<file path="src/rtl/wdw_pkg.sv">
package wdw_pkg;

    typedef enum logic [1:0] {
        WD_IDLE   = 2'd0,
        WD_TIMING = 2'd1,
        WD_ERROR  = 2'd2
    } wd_state_e;

    typedef struct packed {
        logic clr;
        logic inc;
    } cnt_ctrl_t;

    function automatic logic in_window(input int unsigned c,
                                       input int unsigned lo,
                                       input int unsigned hi);
        return (c >= lo) && (c <= hi);
    endfunction

endpackage

</file>
<file path="src/rtl/wdw_sync_edge.sv">
module wdw_sync_edge #(
    parameter int STAGES = 2
) (
    input  logic clk,
    input  logic rst,
    input  logic din_n,
    output logic fall
);
    localparam int LEN = STAGES + 1;

    logic [LEN-1:0] chain_q;

    always_ff @(posedge clk) begin
        if (rst) begin
            chain_q <= '1;
        end else begin
            chain_q <= {chain_q[LEN-2:0], din_n};
        end
    end

    assign fall = chain_q[LEN-1] & ~chain_q[LEN-2];
endmodule

</file>
<file path="src/rtl/wdw_counter.sv">
module wdw_counter
    import wdw_pkg::*;
#(
    parameter int CNT_W = 8
) (
    input  logic             clk,
    input  logic             rst,
    input  cnt_ctrl_t        ctrl,
    output logic [CNT_W-1:0] cnt
);
    localparam logic [CNT_W-1:0] CNT_MAX = '1;

    logic [CNT_W-1:0] cnt_q;

    always_ff @(posedge clk) begin
        if (rst || ctrl.clr) begin
            cnt_q <= '0;
        end else if (ctrl.inc && (cnt_q != CNT_MAX)) begin
            cnt_q <= cnt_q + 1'b1;
        end
    end

    assign cnt = cnt_q;
endmodule

</file>
<file path="src/rtl/wdw_fsm.sv">
module wdw_fsm
    import wdw_pkg::*;
#(
    parameter int CNT_W = 8,
    parameter int EARLY = 16,
    parameter int LATE  = 20
) (
    input  logic             clk,
    input  logic             rst,
    input  logic             fall,
    input  logic             tick_en,
    input  logic [CNT_W-1:0] cnt,
    output wd_state_e        state,
    output cnt_ctrl_t        ctrl
);
    localparam logic [CNT_W-1:0] LATE_C = CNT_W'(LATE);

    wd_state_e state_q, state_d;
    logic      ok_win;

    assign ok_win = in_window(int'(cnt), EARLY, LATE);

    always_comb begin
        state_d  = state_q;
        ctrl.clr = 1'b0;
        ctrl.inc = 1'b0;
        unique case (state_q)
            WD_IDLE: begin
                if (fall) begin
                    state_d  = WD_TIMING;
                    ctrl.clr = 1'b1;
                end
            end
            WD_TIMING: begin
                if (fall) begin
                    if (ok_win) begin
                        ctrl.clr = 1'b1;
                    end else begin
                        state_d = WD_ERROR;
                    end
                end else if (tick_en) begin
                    if (cnt >= LATE_C) begin
                        state_d = WD_ERROR;
                    end else begin
                        ctrl.inc = 1'b1;
                    end
                end
            end
            default: state_d = WD_ERROR;
        endcase
    end

    always_ff @(posedge clk) begin
        if (rst) begin
            state_q <= WD_IDLE;
        end else begin
            state_q <= state_d;
        end
    end

    assign state = state_q;
endmodule

</file>
<file path="src/rtl/evt_window_wdog.sv">
module evt_window_wdog
    import wdw_pkg::*;
#(
    parameter int CNT_W       = 8,
    parameter int EARLY       = 16,
    parameter int LATE        = 20,
    parameter int SYNC_STAGES = 2
) (
    input  logic clk,
    input  logic rst,
    input  logic tick_en,
    input  logic event_n,
    output logic err
);
    logic             evt_fall;
    logic [CNT_W-1:0] cnt_q;
    wd_state_e        state_q;
    cnt_ctrl_t        cnt_ctrl;

    wdw_sync_edge #(.STAGES(SYNC_STAGES)) u_sync (
        .clk   (clk),
        .rst   (rst),
        .din_n (event_n),
        .fall  (evt_fall)
    );

    wdw_counter #(.CNT_W(CNT_W)) u_cnt (
        .clk  (clk),
        .rst  (rst),
        .ctrl (cnt_ctrl),
        .cnt  (cnt_q)
    );

    wdw_fsm #(.CNT_W(CNT_W), .EARLY(EARLY), .LATE(LATE)) u_fsm (
        .clk     (clk),
        .rst     (rst),
        .fall    (evt_fall),
        .tick_en (tick_en),
        .cnt     (cnt_q),
        .state   (state_q),
        .ctrl    (cnt_ctrl)
    );

    assign err = (state_q == WD_ERROR);
endmodule

</file>
<file path="config.mk">
export PLATFORM = sky130hd
export DESIGN_NAME = evt_window_wdog
export DESIGN_NICKNAME = d
export VERILOG_FILES = /design/src/rtl/wdw_pkg.sv /design/src/rtl/wdw_sync_edge.sv /design/src/rtl/wdw_counter.sv /design/src/rtl/wdw_fsm.sv /design/src/rtl/evt_window_wdog.sv
export SDC_FILE = /design/constraint.sdc
export NUM_CORES = 1
export LEC_CHECK = 0
export BUFFER_PORTS_ARGS = -buffer_cell sky130_fd_sc_hd__buf_2
export CAP_MARGIN = 25
export CORE_AREA = 4 4 41 43
export CTS_CLUSTER_SIZE = 12
export DETAILED_ROUTE_END_ITERATION = 8
export DIE_AREA = 0 0 45 47
export PLACE_DENSITY = 0.7
export SLEW_MARGIN = 20
export SYNTH_ARGS = -nofsm -noshare
export SYNTH_HDL_FRONTEND = slang
export SYNTH_HIERARCHICAL = 1
export SYNTH_SLANG_ARGS = --single-unit
</file>
<file path="constraint.sdc">
create_clock -name clk -period 1.85 [get_ports clk]
set_input_delay 0.0925 -clock clk [delete_from_list [all_inputs] [get_ports clk]]
set_output_delay 0.0925 -clock clk [all_outputs]
set_load 0.01 [all_outputs]
</file>
Word level (Yosys, flattened, before mapping)
Cells that the tools add are included.
W data, S select, Z words.
{"block": "word_totals", "elab_cells": 35, "in_bits": 4, "register_bits": 13, "output_inout_bits": 1}
{"block": "classes", "magnitude_cmp": 3, "eq_ne": 7, "n_mux": 14, "addsub": 1, "bitwise": 2, "reduce_logical": 5}
{"cell": "$ge A8 B5 Y1 const B", "n": 2}
{"cell": "$mux W2", "n": 5}
{"cell": "$add A8 B1 Y8 const B", "n": 1}
{"cell": "$le A8 B5 Y1 const B", "n": 1}
{"cell": "$ne A8 B8 Y1 const B", "n": 1}
{"cell": "$mux W1", "n": 7}
{"cell": "$ne A3 B3 Y1 const B", "n": 2}
{"cell": "$pmux W2 S2", "n": 1}
{"cell": "$reduce_and A4 Y1", "n": 1}
{"cell": "$ne A3 B2 Y1 const B", "n": 1}
{"cell": "$eq A2 B1 Y1 const B", "n": 1}
{"cell": "$eq A2 B2 Y1 const B", "n": 1}
{"cell": "$logic_and A1 B1 Y1", "n": 2}
{"cell": "$logic_not A2 Y1", "n": 1}
{"cell": "$ne A2 B2 Y1 const B", "n": 1}
{"cell": "$pmux W1 S2", "n": 1}
{"cell": "$and A1 B1 Y1", "n": 1}
{"cell": "$logic_or A1 B1 Y1", "n": 1}
{"cell": "$not A1 Y1", "n": 1}

Logic depth before layout (Yosys ltp)
Gate-level depths: netlist of the first run.
{"block": "logic_depth", "word_depth": 6, "ltp_mapped": 7, "mapped_depth_nobuf": 7}

Cells and area by module
Netlist of the first run, hierarchy kept.
{"mod": "wdw_counter", "area_each_um2": 421.7, "seq_area_each_um2": 160.2, "n_inst": 1, "cells_per_inst": 48}
{"mod": "wdw_fsm", "area_each_um2": 162.7, "seq_area_each_um2": 40.0, "n_inst": 1, "cells_per_inst": 18}
{"mod": "wdw_sync_edge", "area_each_um2": 85.1, "seq_area_each_um2": 60.1, "n_inst": 1, "cells_per_inst": 7}
{"mod": "evt_window_wdog", "area_each_um2": 13.8, "seq_area_each_um2": 0.0, "n_inst": 1, "cells_per_inst": 1}

Worst setup path after synthesis of the first run
OpenSTA, ideal clock, no wires.
{"block": "synth_path", "path_kind": "register to register", "startpoint": "register u_cnt.cnt_q[7], in the netlist u_cnt/cnt[7]", "endpoint": "register u_cnt.cnt_q[6], in the netlist u_cnt/cnt[6]", "slack_ns": 0.237, "t_required_ns": 1.735, "path_buffers": 0, "path_stages_with_launch": 7, "arrival_ns": 1.497, "path_cell_list": "dfxtp_1 > nor3_2 > nand2_1 > nor2_1 > nand3_1 > or4_1 > and3_1"}
{"element": "start, declared", "line": "wdw_counter.sv:13", "rtl": "logic [CNT_W-1:0] cnt_q;"}
{"element": "start signal, assigned", "line": "wdw_counter.sv:19", "rtl": "cnt_q <= cnt_q + 1'b1;"}

==> results of run 1 <==
cells by family after synthesis:
group	Yosys count	synth area share, %
compound gates	14	14.83
fa+ha+maj	1	1.831
buf+inv	2	1.281
flops	13	38.10
mux	4	5.861
simple gates	40	38.10
Yosys cell counts (all sizes together), types with 2 or more instances:
master,n
and3,2
nand2b,2
and3b,3
or2,4
or3,3
mux2i,4
a21boi,2
dfxtp,13
o2111ai,2
a21oi,6
nor2b,2
nand2,8
and4,2
nor2,3
nand4,2
o21ai,2
nand3,2
layout make-up:
type	count	area share, %
Clock buffer	3	2.757
Clock inverter	1	0.6126
Sequential cell	13	31.85
Inverter	1	0.4594
Tap cell	15	2.297
Multi-Input combinational cell	59	53.75
Timing Repair Buffer	10	8.270
metal layers:
metal | track usage [%] | vias up | routed length (um)
met5 | 0 | - | 0
met4 | 14.04 | 0 | 31
met3 | 4.598 | 4 | 53
met2 | 25.42 | 11 | 610
met1 | 20.97 | 282 | 674
li1 | - | 304 | -
through the flow:
stage,worst slack (ns),utilization (%),std cells
5_1_grt,-0.01094,62.79,102
6_report,0.1173,62.79,102
3_3_place_gp,0.1227,57.98,97
2_1_floorplan,0.2374,-,74
3_5_place_dp,-0.01436,57.98,97
4_1_cts,0.05598,61.15,102
worst max path at each step:
| stage | to | slack [ns] | cells past startpoint |
|---|---|---|---|
| floorplan | u_cnt/cnt[6] | 0.24 | 6 |
| global placement | u_cnt/cnt[5] | 0.12 | 6 |
| detailed placement | u_cnt/cnt[7] | -0.01 | 6 |
| CTS | u_cnt/cnt[4] | 0.06 | 6 |
| global route | u_cnt/cnt[7] | -0.01 | 6 |
| finish | u_cnt/cnt[6] | 0.12 | 6 |
where the power goes:
group | internal (uW) | switching (uW) | total (uW) | leakage [uW]
logic | 17.9 | 18.2 | 36.1 | 0.000195
clock network | 80.3 | 101 | 182 | 0.0000177
registers | 285 | 3.93 | 288 | 0.000105
critical path, stage by stage (launching register included):
cell     delay (ns)
dfxtp_1        0.33
nor3_2         0.26
nand2_1        0.12
nor2_2         0.19
nand3_1        0.13
or4_1          0.40
and3_1         0.18
sequential cells by signal (all words and copies together), names as in the netlist:
name,flops
u_sync/chain_q,3
u_fsm/state,2
u_cnt/cnt,8
what timing repair did:
item	CTS	global route
pin swaps	0	1
setup endpoints to repair	4	7
hold buffers	1	0
endpoints found under the hold margin	1	0
gates cloned	0	0
gates resized for setup	1	5
==> run summary, run 1 <==
The HPWL after detailed placement came out at 1.007 mm. The worst hold slack across all endpoints is 0.08519 ns. Synthesis produced a netlist whose cell count is 74. The TritonCTS sink count came out at 13. The worst setup path is of the flop to flop kind. The global-route usage over all layers is 17.22%. The die is 45 um wide. The startpoint identified for the worst register-to-register timing path is u_cnt/cnt[7]. The worst hold path terminates at u_fsm/state[0]. The number of enable flip-flop cells after synthesis came out at 0. The number of fillers in the final layout is 120.

The setup clock skew after layout came out at 0.004283 ns. The clock period minus final worst setup slack came out at 1.733 ns. The worst path uses 93.66% of the clock period. Based on the critical path, the design can be clocked at up to 577.1 MHz. The area growth from synthesis to layout is 19.60%. In the synthesized netlist the dominant register cell turns out to be dfxtp_1. STA classifies the critical path startpoint as a flop. The biggest area contributor in the post-synthesis netlist is dfxtp_1. The number of placement rows is 13. The final design area excluding fillers came out at 817.0 um^2. The remaining antenna violation count is 0. The final hold violation count is 0. The count of input and output buffers is 4.

The max-slew violation count came out at 0. 5 I/O pins were placed. The flow ran to the end, and the final reports show no timing, DRC or antenna violations. For this run, the number of Yosys warnings is 6.

The global-route wire length before repair is 2.504 mm. The worst ir drop on vdd came out at 0.4331 mV. The setup violation total in the final timing report is 0.

After detailed routing, the number of vias per cell comes to 5.892. The area of the multi-input gates came out at 439.2 um^2. The antenna diode count came out at 0.

The remaining max-slew budget at the tightest pin is 80.75%. The share of synthesized area in the top cell type comes to 38.10%. The critical path data arrival time is 1.91 ns.

For this run, design rule violations remaining after detail routing come to 0. The number of max-cap violations is 0. The root buffer selected by CTS is clkbuf_4.

The starting utilization of the core area came out at 52.50%. By area the synthesized netlist is led by dfxtp_1 (38%), mux2i_1 (5.9%), a21oi_1 (4.4%), nand2_1 (4.4%), and3b_1 (3.8%). Summed over all layers, the routed wires come to 1.370 mm. The endpoint required time on the critical path came out at 2.03 ns.

The number of stages on the worst hold path came out at 2. The first-iteration detailed-routing DRC count is 10. The initial antenna violation count is 0. In this run the critical register-to-register path is captured at u_cnt/cnt[6]. The setup check on the worst reg-to-reg path leaves a slack of 0.12 ns. The total CTS buffers came out at 3. The register bit count reported by yosys came out at 13. The sequential standard cell area came out at 260.3 um^2. The mapped netlist covers 683.2 um^2. The H-tree depth is 1.

The library cells used most frequently in the layout, excluding fill and tap cells, are dfxtp_1 (13), nand2_1 (8), a21oi_1 (5), buf_4 (5). The average wire per cell in the routed design is 13.43 um. For this run, the register share of the synthesized area comes to 38.10%. The post-CTS setup repair buffer count is 0. The proportion of register bits with asynchronous set or reset after synthesis came out at 0%. The via count of the first global-routing pass is 577.

After layout, the design draws a total of 506.4 uW. The net count after synthesis is 79. The standard cell area after detailed placement is 754.5 um^2. The pin count of the biggest net entering global routing came out at 11. The worst reg-to-reg path cell count is 6. For the pin with the worst max-slew slack, the measured transition is 0.2884 ns.

The clock tree from TritonCTS is built. The die covers 2115 um^2. The distinct cell type count after synthesis is 35. The ratio of total power to cell area came out at 619.8 nW/um^2. Measured along the y axis, the die boundary spans 47 um. The detailed-router iteration count before antenna repair is 4. The overall via count from detail_route came out at 601.

STA classifies the critical path endpoint as a flop. After routing, the total negative slack on setup checks comes to 0 ns. The clock-pin transition on the worst setup and hold timing paths came out at 0.09 ns.

The floorplan step defined a core boundary enclosing 1301 um^2. The source of the critical timing path is u_cnt/cnt[7]. The share of post-route cells with drive strength above 1 came out at 31.03%.

The later-pin clock latency in the skew report is 0.28 ns. The maximum count of clock buffers along a single path came out at 2. The hold path startpoint is rst. The remaining global-route overflow is 0. The mean cell area of the mapped netlist came out at 9.232 um^2. The maximum fanout along the worst path came out at 4.

The library cell used most frequently in the layout, excluding fill and tap cells, is dfxtp_1. The post-layout net count is 93. The worst hold-check path type is input port to flop.

The leakage power figure came out at 0.0003177 uW. The global placement routability congestion came out at 0.7772.
(Power assumes the default switching activity.)
==> run 2, diff against run 1 <==
--- a/config.mk
+++ b/config.mk
@@ -5,13 +5,14 @@
 export SDC_FILE = /design/constraint.sdc
 export NUM_CORES = 1
 export LEC_CHECK = 0
+export ABC_AREA = 1
 export BUFFER_PORTS_ARGS = -buffer_cell sky130_fd_sc_hd__buf_2
 export CAP_MARGIN = 25
-export CORE_AREA = 4 4 41 43
+export CORE_MARGIN = 4
+export CORE_UTILIZATION = 56
 export CTS_CLUSTER_SIZE = 12
 export DETAILED_ROUTE_END_ITERATION = 8
-export DIE_AREA = 0 0 45 47
-export PLACE_DENSITY = 0.7
+export PLACE_DENSITY = 0.75
 export SLEW_MARGIN = 20
 export SYNTH_ARGS = -nofsm -noshare
 export SYNTH_HDL_FRONTEND = slang
==> run 2 against run 1 <==
Effect of this change: setup slack better by 0.15 ns; via count up 16%; critical endpoint unchanged; largest cell class unchanged; clock power down 5%; clock-buffer cell count up 1.
==> run summary, run 2 <==
The startpoint identified for the worst register-to-register timing path is u_sync/chain_q[2]. For this run, the total global-route usage over all layers was measured as 15.97%. The proportion of register bits with asynchronous set or reset after synthesis is 0%.

The root buffer selected by CTS is clkbuf_4. The final cell utilization of the core is 64.42%. Entering global routing, the biggest net connects 12 pins. Across the VDD grid, the largest voltage drop is 0.4274 mV. The worst reg-to-reg path cell count came out at 9. The TritonCTS sink count came out at 13.

By area the synthesized netlist is led by dfxtp_1 (34%), nand2_1 (17%), nor2_1 (12%), inv_1 (10%), a21oi_1 (3.9%). Summed over all nets, the half-perimeter wirelength after detailed placement is 1.068 mm. The register with the most flip-flops in the layout has 8 of them.

The global placement routability congestion came out at 0.8401. The global-route wire length before repair came out at 2.415 mm. The sequential cell area fraction in the yosys report came out at 33.93%. The total negative slack for setup checks is 0 ns. The detailed-router iteration count before antenna repair is 4. Headroom to the max-slew limit came out at 73.27%. The H-tree depth came out at 1.

The worst setup path is launched from a flop. The clock period minus final worst setup slack came out at 1.583 ns. The die covers 2026 um^2. After the first detailed-routing iteration, the DRC count stood at 13. The top cell types in the final layout, fill and taps aside, are nand2_1 (34), nor2_1 (24), inv_1 (21). The overall via count from detail_route is 697. The net count after synthesis is 128. Leaving out fill and tap cells, the most frequent cell in the layout is nand2_1.

The total CTS buffers came out at 3. The count of nets left with antenna violations once routing finished came out at 0. The critical path data arrival time is 1.75 ns. Traced cell by cell, the critical path runs through inv_1 > nor2_1 > nand2_1 > a21oi_2 > nand2_1 > a21oi_1 > nor2_8 > nand2_1 > nor2_1. The final hold violation count came out at 0. The run finished with clean final reports. Once the floorplan was initialized, standard cells occupied 58.94% of the core. The critical path is of the flop to flop type. The number of enable flip-flop cells after synthesis came out at 0. The detail-routed via count per cell is 4.741. Summed over all cells, the static leakage comes to 0.0004099 uW.

The initial antenna violation count is 0. The number of placement rows came out at 13. The most common cell in the synthesized netlist is nand2_1. Setup repair after global routing left no endpoint under its margin. The source of the critical timing path is u_sync/chain_q[2]. Global routing finished with a remaining overflow of 0. The slew at the pin closest to its max-slew limit is 0.4010 ns. Buffers added to address setup during post-CTS repair amount to 0. The final total power is 507.4 uW. The top-level I/O count is 5. Input and output buffers added on the ports amount to 4. The prevailing post-synth register cell is dfxtp_1. The maximum fanout along the worst path came out at 8. The placed instance count came out at 142. The gate count of the mapped netlist came out at 123. The category of the worst setup path capture point is a flop. The worst hold path passes through 2 cells.

The achievable clock frequency is 631.6 MHz. The register bit count reported by yosys came out at 13. For the worst-skew pair, the clock arrives at the later sink with an insertion delay of 0.27 ns.

The residual DRC count is 0. In this design, the stage delay of the slowest critical-path cell is 0.35 ns. The clock-pin transition on the worst setup and hold timing paths is 0.08 ns.

The mean cell area of the mapped netlist is 6.236 um^2. For the worst setup path, the data required time is 2.02 ns. The average wire per cell in the routed design is 9.449 um.

The setup violation total in the final timing report is 0. The clock tree from TritonCTS is built. The cell with the largest stage delay on the worst path is a21oi_1. The total core area is 1301 um^2.

The number of max-cap violations is 0. The synthesized design devotes to its leading area cell type 33.93% of total area. The worst hold-check path type is input port to flop. The total number of yosys warnings is 6. The hold path startpoint is rst.

The final period utilization is 85.58%. The die width came out at 45.01 um. The max-slew violation count came out at 0. The via count of the first global-routing pass came out at 609. The hold buffer count at cts came out at 1. The share of post-route cells with drive strength above 1 is 15.15%. From synthesis to final layout, the design area changed by 9.298%. Synthesis instantiated 21 different standard cells from the library. The number of antenna diodes in the final layout is 0. The setup clock skew after layout came out at 0.003139 ns.

After clock tree synthesis, the repair step resized 0 gates. The most frequent cell on the critical path is nand2_1. The die height is 45.01 um.

The cell area after synthesis is 767.0 um^2. No sink is reached through more buffers than the 2 on the longest clock path. The ratio of total power to cell area is 605.3 nW/um^2. The net count of the finished layout is 138. Counting instances in the post-synthesis netlist gives the leading cell types as nand2_1 (34), nor2_1 (24), inv_1 (21), dfxtp_1 (13), a21oi_1 (6). The biggest area contributor in the post-synthesis netlist is dfxtp_1. The number of fillers in the final layout is 122. The post-detailed-routing wire length is 1.389 mm. After the flow finishes, the layout carries non-filler instances totaling 147.
run 2: cell types whose count changed in the layout (fill, tap and decap cells not counted), sizes merged, moves of 3 or more:
cell / change
and3b: -3
nor2: +26
mux2i: -4
buf: -4
or3: -3
nand2: +27
nand3: +4
inv: +22
or2: -4
run 2: path summary, 6_finish.rpt:
path / slack [ns] / to
max: 0.27 / u_cnt/cnt[6]
min: 0.09 / u_fsm/state[1]
max reg2reg: 0.27 / u_cnt/cnt[6]
min reg2reg: 0.42 / u_sync/chain_q[1]
run 2: routing by layer:
layer	global-route usage, %	part of all wire [%]
met5	0	0
met4	8.772	0.94
met3	2.390	2.4
met2	22.88	42
met1	22.68	55
run 2: metrics by stage:
step                      hold slack, ns  setup slack, ns  instance area (um^2)
after CTS                        0.08281           0.2815                 838.3
after floorplan                   0.1649           0.3312                 767.0
after global routing             0.09851          0.05387                 838.3
after detailed placement          0.2699           0.3033                 802.0
after global placement            0.2663           0.3127                 802.0
final                            0.08615           0.2668                 838.3
run 2: layout make-up:
class	count	area [um^2]	area share, %
timing repair buffer	6	37.54	4.478
inverter	24	90.09	10.75
tap	15	18.77	2.239
multi-input combinational	85	405.4	48.36
sequential	13	260.3	31.04
clock buffer	4	26.28	3.134
run 2: cells by family (layout without fill, tap and decap cells):
logic type / Yosys count / after routing / share of synthesized area, %
fa+ha+maj: 1 / 1 / 1.631
compound gates: 10 / 10 / 7.177
buf+inv: 25 / 34 / 13.21
simple gates: 74 / 74 / 44.05
flops: 13 / 13 / 33.93
run 2: report_power, final:
| part | switching (uW) | total [uW] | internal [uW] |
|---|---|---|---|
| Clock | 89.1 | 173 | 83.4 |
| Combinational | 26.1 | 44.7 | 18.6 |
| Sequential | 4.65 | 290 | 286 |
run 2: critical path: cells and delay by family, from the launching register on:
kind	cells	cell delay, ns
and+or+nand+nor	6	0.68
AOI/OAI and AO/OA	2	0.46
DFF	1	0.31
buffers and inverters	1	0.03
==> run 3, diff against run 2 <==
--- a/config.mk
+++ b/config.mk
@@ -7,12 +7,11 @@
 export LEC_CHECK = 0
 export ABC_AREA = 1
 export BUFFER_PORTS_ARGS = -buffer_cell sky130_fd_sc_hd__buf_2
-export CAP_MARGIN = 25
+export CAP_MARGIN = 20
 export CORE_MARGIN = 4
-export CORE_UTILIZATION = 56
+export CORE_UTILIZATION = 25
 export CTS_CLUSTER_SIZE = 12
 export DETAILED_ROUTE_END_ITERATION = 8
-export PLACE_DENSITY = 0.75
 export SLEW_MARGIN = 20
 export SYNTH_ARGS = -nofsm -noshare
 export SYNTH_HDL_FRONTEND = slang
==> run 3 against run 2 <==
Effect of this change: routed wire length shrank 4.8%; via count shrank 2.0%; clock skew shrank 0.0026 ns; global-route usage shrank 8.3 points; hold slack gained 0.0044 ns; register-to-register slack gained 0.04 ns; critical path depth is the same.
==> run summary, run 3 (synthesis gave the netlist of run 2 again) <==
The flow ran to the end, and the final reports show no timing, DRC or antenna violations. The path type of the worst setup path is flop to flop. Across the VDD grid, the largest voltage drop is 0.1572 mV. The final cell utilization of the core came out at 30.09%.

The total core area came out at 2853 um^2. TritonCTS built the clock tree. The family with the most delay on the worst path is simple AND/OR/NAND/NOR gates. The residual DRC count came out at 0. The global-route wire length before repair came out at 2.497 mm. Walking the worst path, the cells encountered are inv_1 > nor2_1 > nand2_1 > a21oi_2 > nand2_1 > a21oi_1 > nor2_8 > nand2_1 > nor2_1. The placed instance count came out at 158.

The flip-flop count of the largest register after layout came out at 8. The final hold violation count is 0. The root buffer selected by CTS is clkbuf_4.

In this run the vertical extent of the chip is 63.39 um. The overall via count from detail_route is 683. The post-layout net count is 138. The maximum fanout along the worst path came out at 8.

The detail-routed via count per cell came out at 4.190. The full die area came out at 4018 um^2. Once detail routing completed, the nets flagged for antenna violations numbered 0. Leaving out fill and tap cells, the most frequent cells in the layout are nand2_1 (34), nor2_1 (24), inv_1 (21).

The leakage power figure is 0.0004099 uW. In the final routed layout, each cell accounts on average for 8.117 um. The starting utilization of the core area came out at 26.89%. The tool flagged a number of max-cap violations equal to 0. The number of buffer and inverter stages on the critical path is 1.

The first-iteration detailed-routing DRC count is 56. The worst hold path belongs to the class input port to flop. Global routing used 1.066% of the available met3 tracks.

The critical path data arrival time came out at 1.71 ns. Setup repair after global routing left no endpoint under its margin. The achievable clock frequency is 649.9 MHz. Summed over all layers, the global routing overflow is 0. Across all register-to-register paths, the minimum setup slack is 0.31 ns.

The total negative slack for setup checks is 0 ns. At the pin with the least slew margin, the transition time is 0.3974 ns. The most frequent cell on the critical path is nand2_1. The H-tree depth came out at 1. The endpoint required time on the critical path came out at 2.02 ns. After legalization and detailed placement, the total HPWL measured 1.045 mm. In this run, post-CTS repair resized a total of 0 instances. The die width came out at 63.39 um. The worst hold slack across all endpoints is 0.09051 ns. The number of placement rows is 19.

The remaining max-slew budget at the tightest pin is 73.51%. The initial antenna violation count is 0. In the global route stage, overall resource usage came out at 7.692%.

The share of post-route cells with drive strength above 1 is 15.15%. The TritonCTS sink count is 13. During I/O placement, the number of pins put on the boundary was 5. The layout overhead on the synthesized area came out at 11.91%. The pin count of the biggest net entering global routing is 12. Power spread over the standard cell area amounts to 594.9 nW/um^2. On the worst path, the slowest cell contributes a delay of 0.34 ns.

Counting along the longest clock path gives a buffer depth of 2. met1 is the most crowded layer. The via count of the first global-routing pass is 569. The met1 usage in global routing is 11.39%. The met2 usage in global routing came out at 9.778%. The clock-pin transition on the worst setup and hold timing paths came out at 0.08 ns. The clock period minus final worst setup slack came out at 1.539 ns. Counting the buffers created by CTS gives 3. The most common cell after layout, fill and taps aside is nand2_1.

The congestion estimate from routability-driven global placement came to 0.8114. The count of input and output buffers came out at 4. The max-slew violation count came out at 0. The first detailed-routing pass ran for 4 iterations. The setup violation total in the final timing report is 0. Of the available clock period, the critical path in the final layout requires 83.18%. The repair_antennas step left the layout with diodes totalling 0. The count of placed standard cells in the final layout, fillers left out came out at 163.

The slowest stage of the critical path belongs to the cell a21oi_1. The clock arrives with 0.0005022 ns of skew. STA classifies the critical path startpoint as a flop. The post-detailed-routing wire length came out at 1.323 mm. The later-pin clock latency in the skew report came out at 0.27 ns. The category of the worst setup path capture point is a flop.
-- run 3: cell counts in the layout (fill, tap and decap cells not counted) --
Identical to the previous run, type by type.
-- run 3: layout make-up --
class / count / area (um^2)
Clock buffer: 4 / 26.28
Timing Repair Buffer: 6 / 37.54
Inverter: 24 / 90.09
Multi-Input combinational cell: 85 / 405.4
Fill cell: 313 / 1994
Sequential cell: 13 / 260.3
Tap cell: 31 / 38.79
-- run 3: routing by layer --
| metal | wire [um] | vias to the layer above |
|---|---|---|
| met2 | 553 | 4 |
| met1 | 746 | 290 |
| met3 | 6 | 2 |
| met5 | 0 | - |
| met4 | 16 | 0 |
| li1 | - | 387 |
-- run 3: path summary, 6_finish.rpt --
kind | endpoint | cells after the start | startpoint
worst max-delay path | u_cnt/cnt[5] | 9 | u_sync/chain_q[2]
worst min-delay path | u_fsm/state[1] | 2 | rst
worst max register to register | u_cnt/cnt[5] | 9 | u_sync/chain_q[2]
worst min register to register | u_sync/chain_q[1] | 2 | u_sync/chain_q[0]
-- run 3: timing repair --
action / in CTS / in global routing
hold buffers: 1 / 0
endpoints found under the hold margin: 1 / 0
buffers inserted: 0 / 0
-- run 3: metrics by stage --
step	cell area, um^2	worst slack, ns	power, uW
5_1_grt	858.3	0.07710	547.6
3_5_place_dp	822.0	0.3120	339.9
6_report	858.3	0.3112	510.6
3_3_place_gp	822.0	0.3274	339.0
4_1_cts	858.3	0.3037	522.3
2_1_floorplan	767.0	0.3312	327.2
-- run 3: power breakdown --
group          leakage [uW]  switching (uW)  total (uW)  internal, uW
sequential         0.000106            4.47         290           286
clock             0.0000150            92.5         176          83.5
combinational      0.000289            25.9        44.5          18.6
total              0.000410             123         511           388
-- run 3: worst reg2reg max path: cells and delay by family, from the launching register on --
kind                   cells  cell delay [ns]
AOI/OAI and AO/OA          2             0.45
and+or+nand+nor            6             0.66
buffers and inverters      1             0.03
DFF                        1             0.31
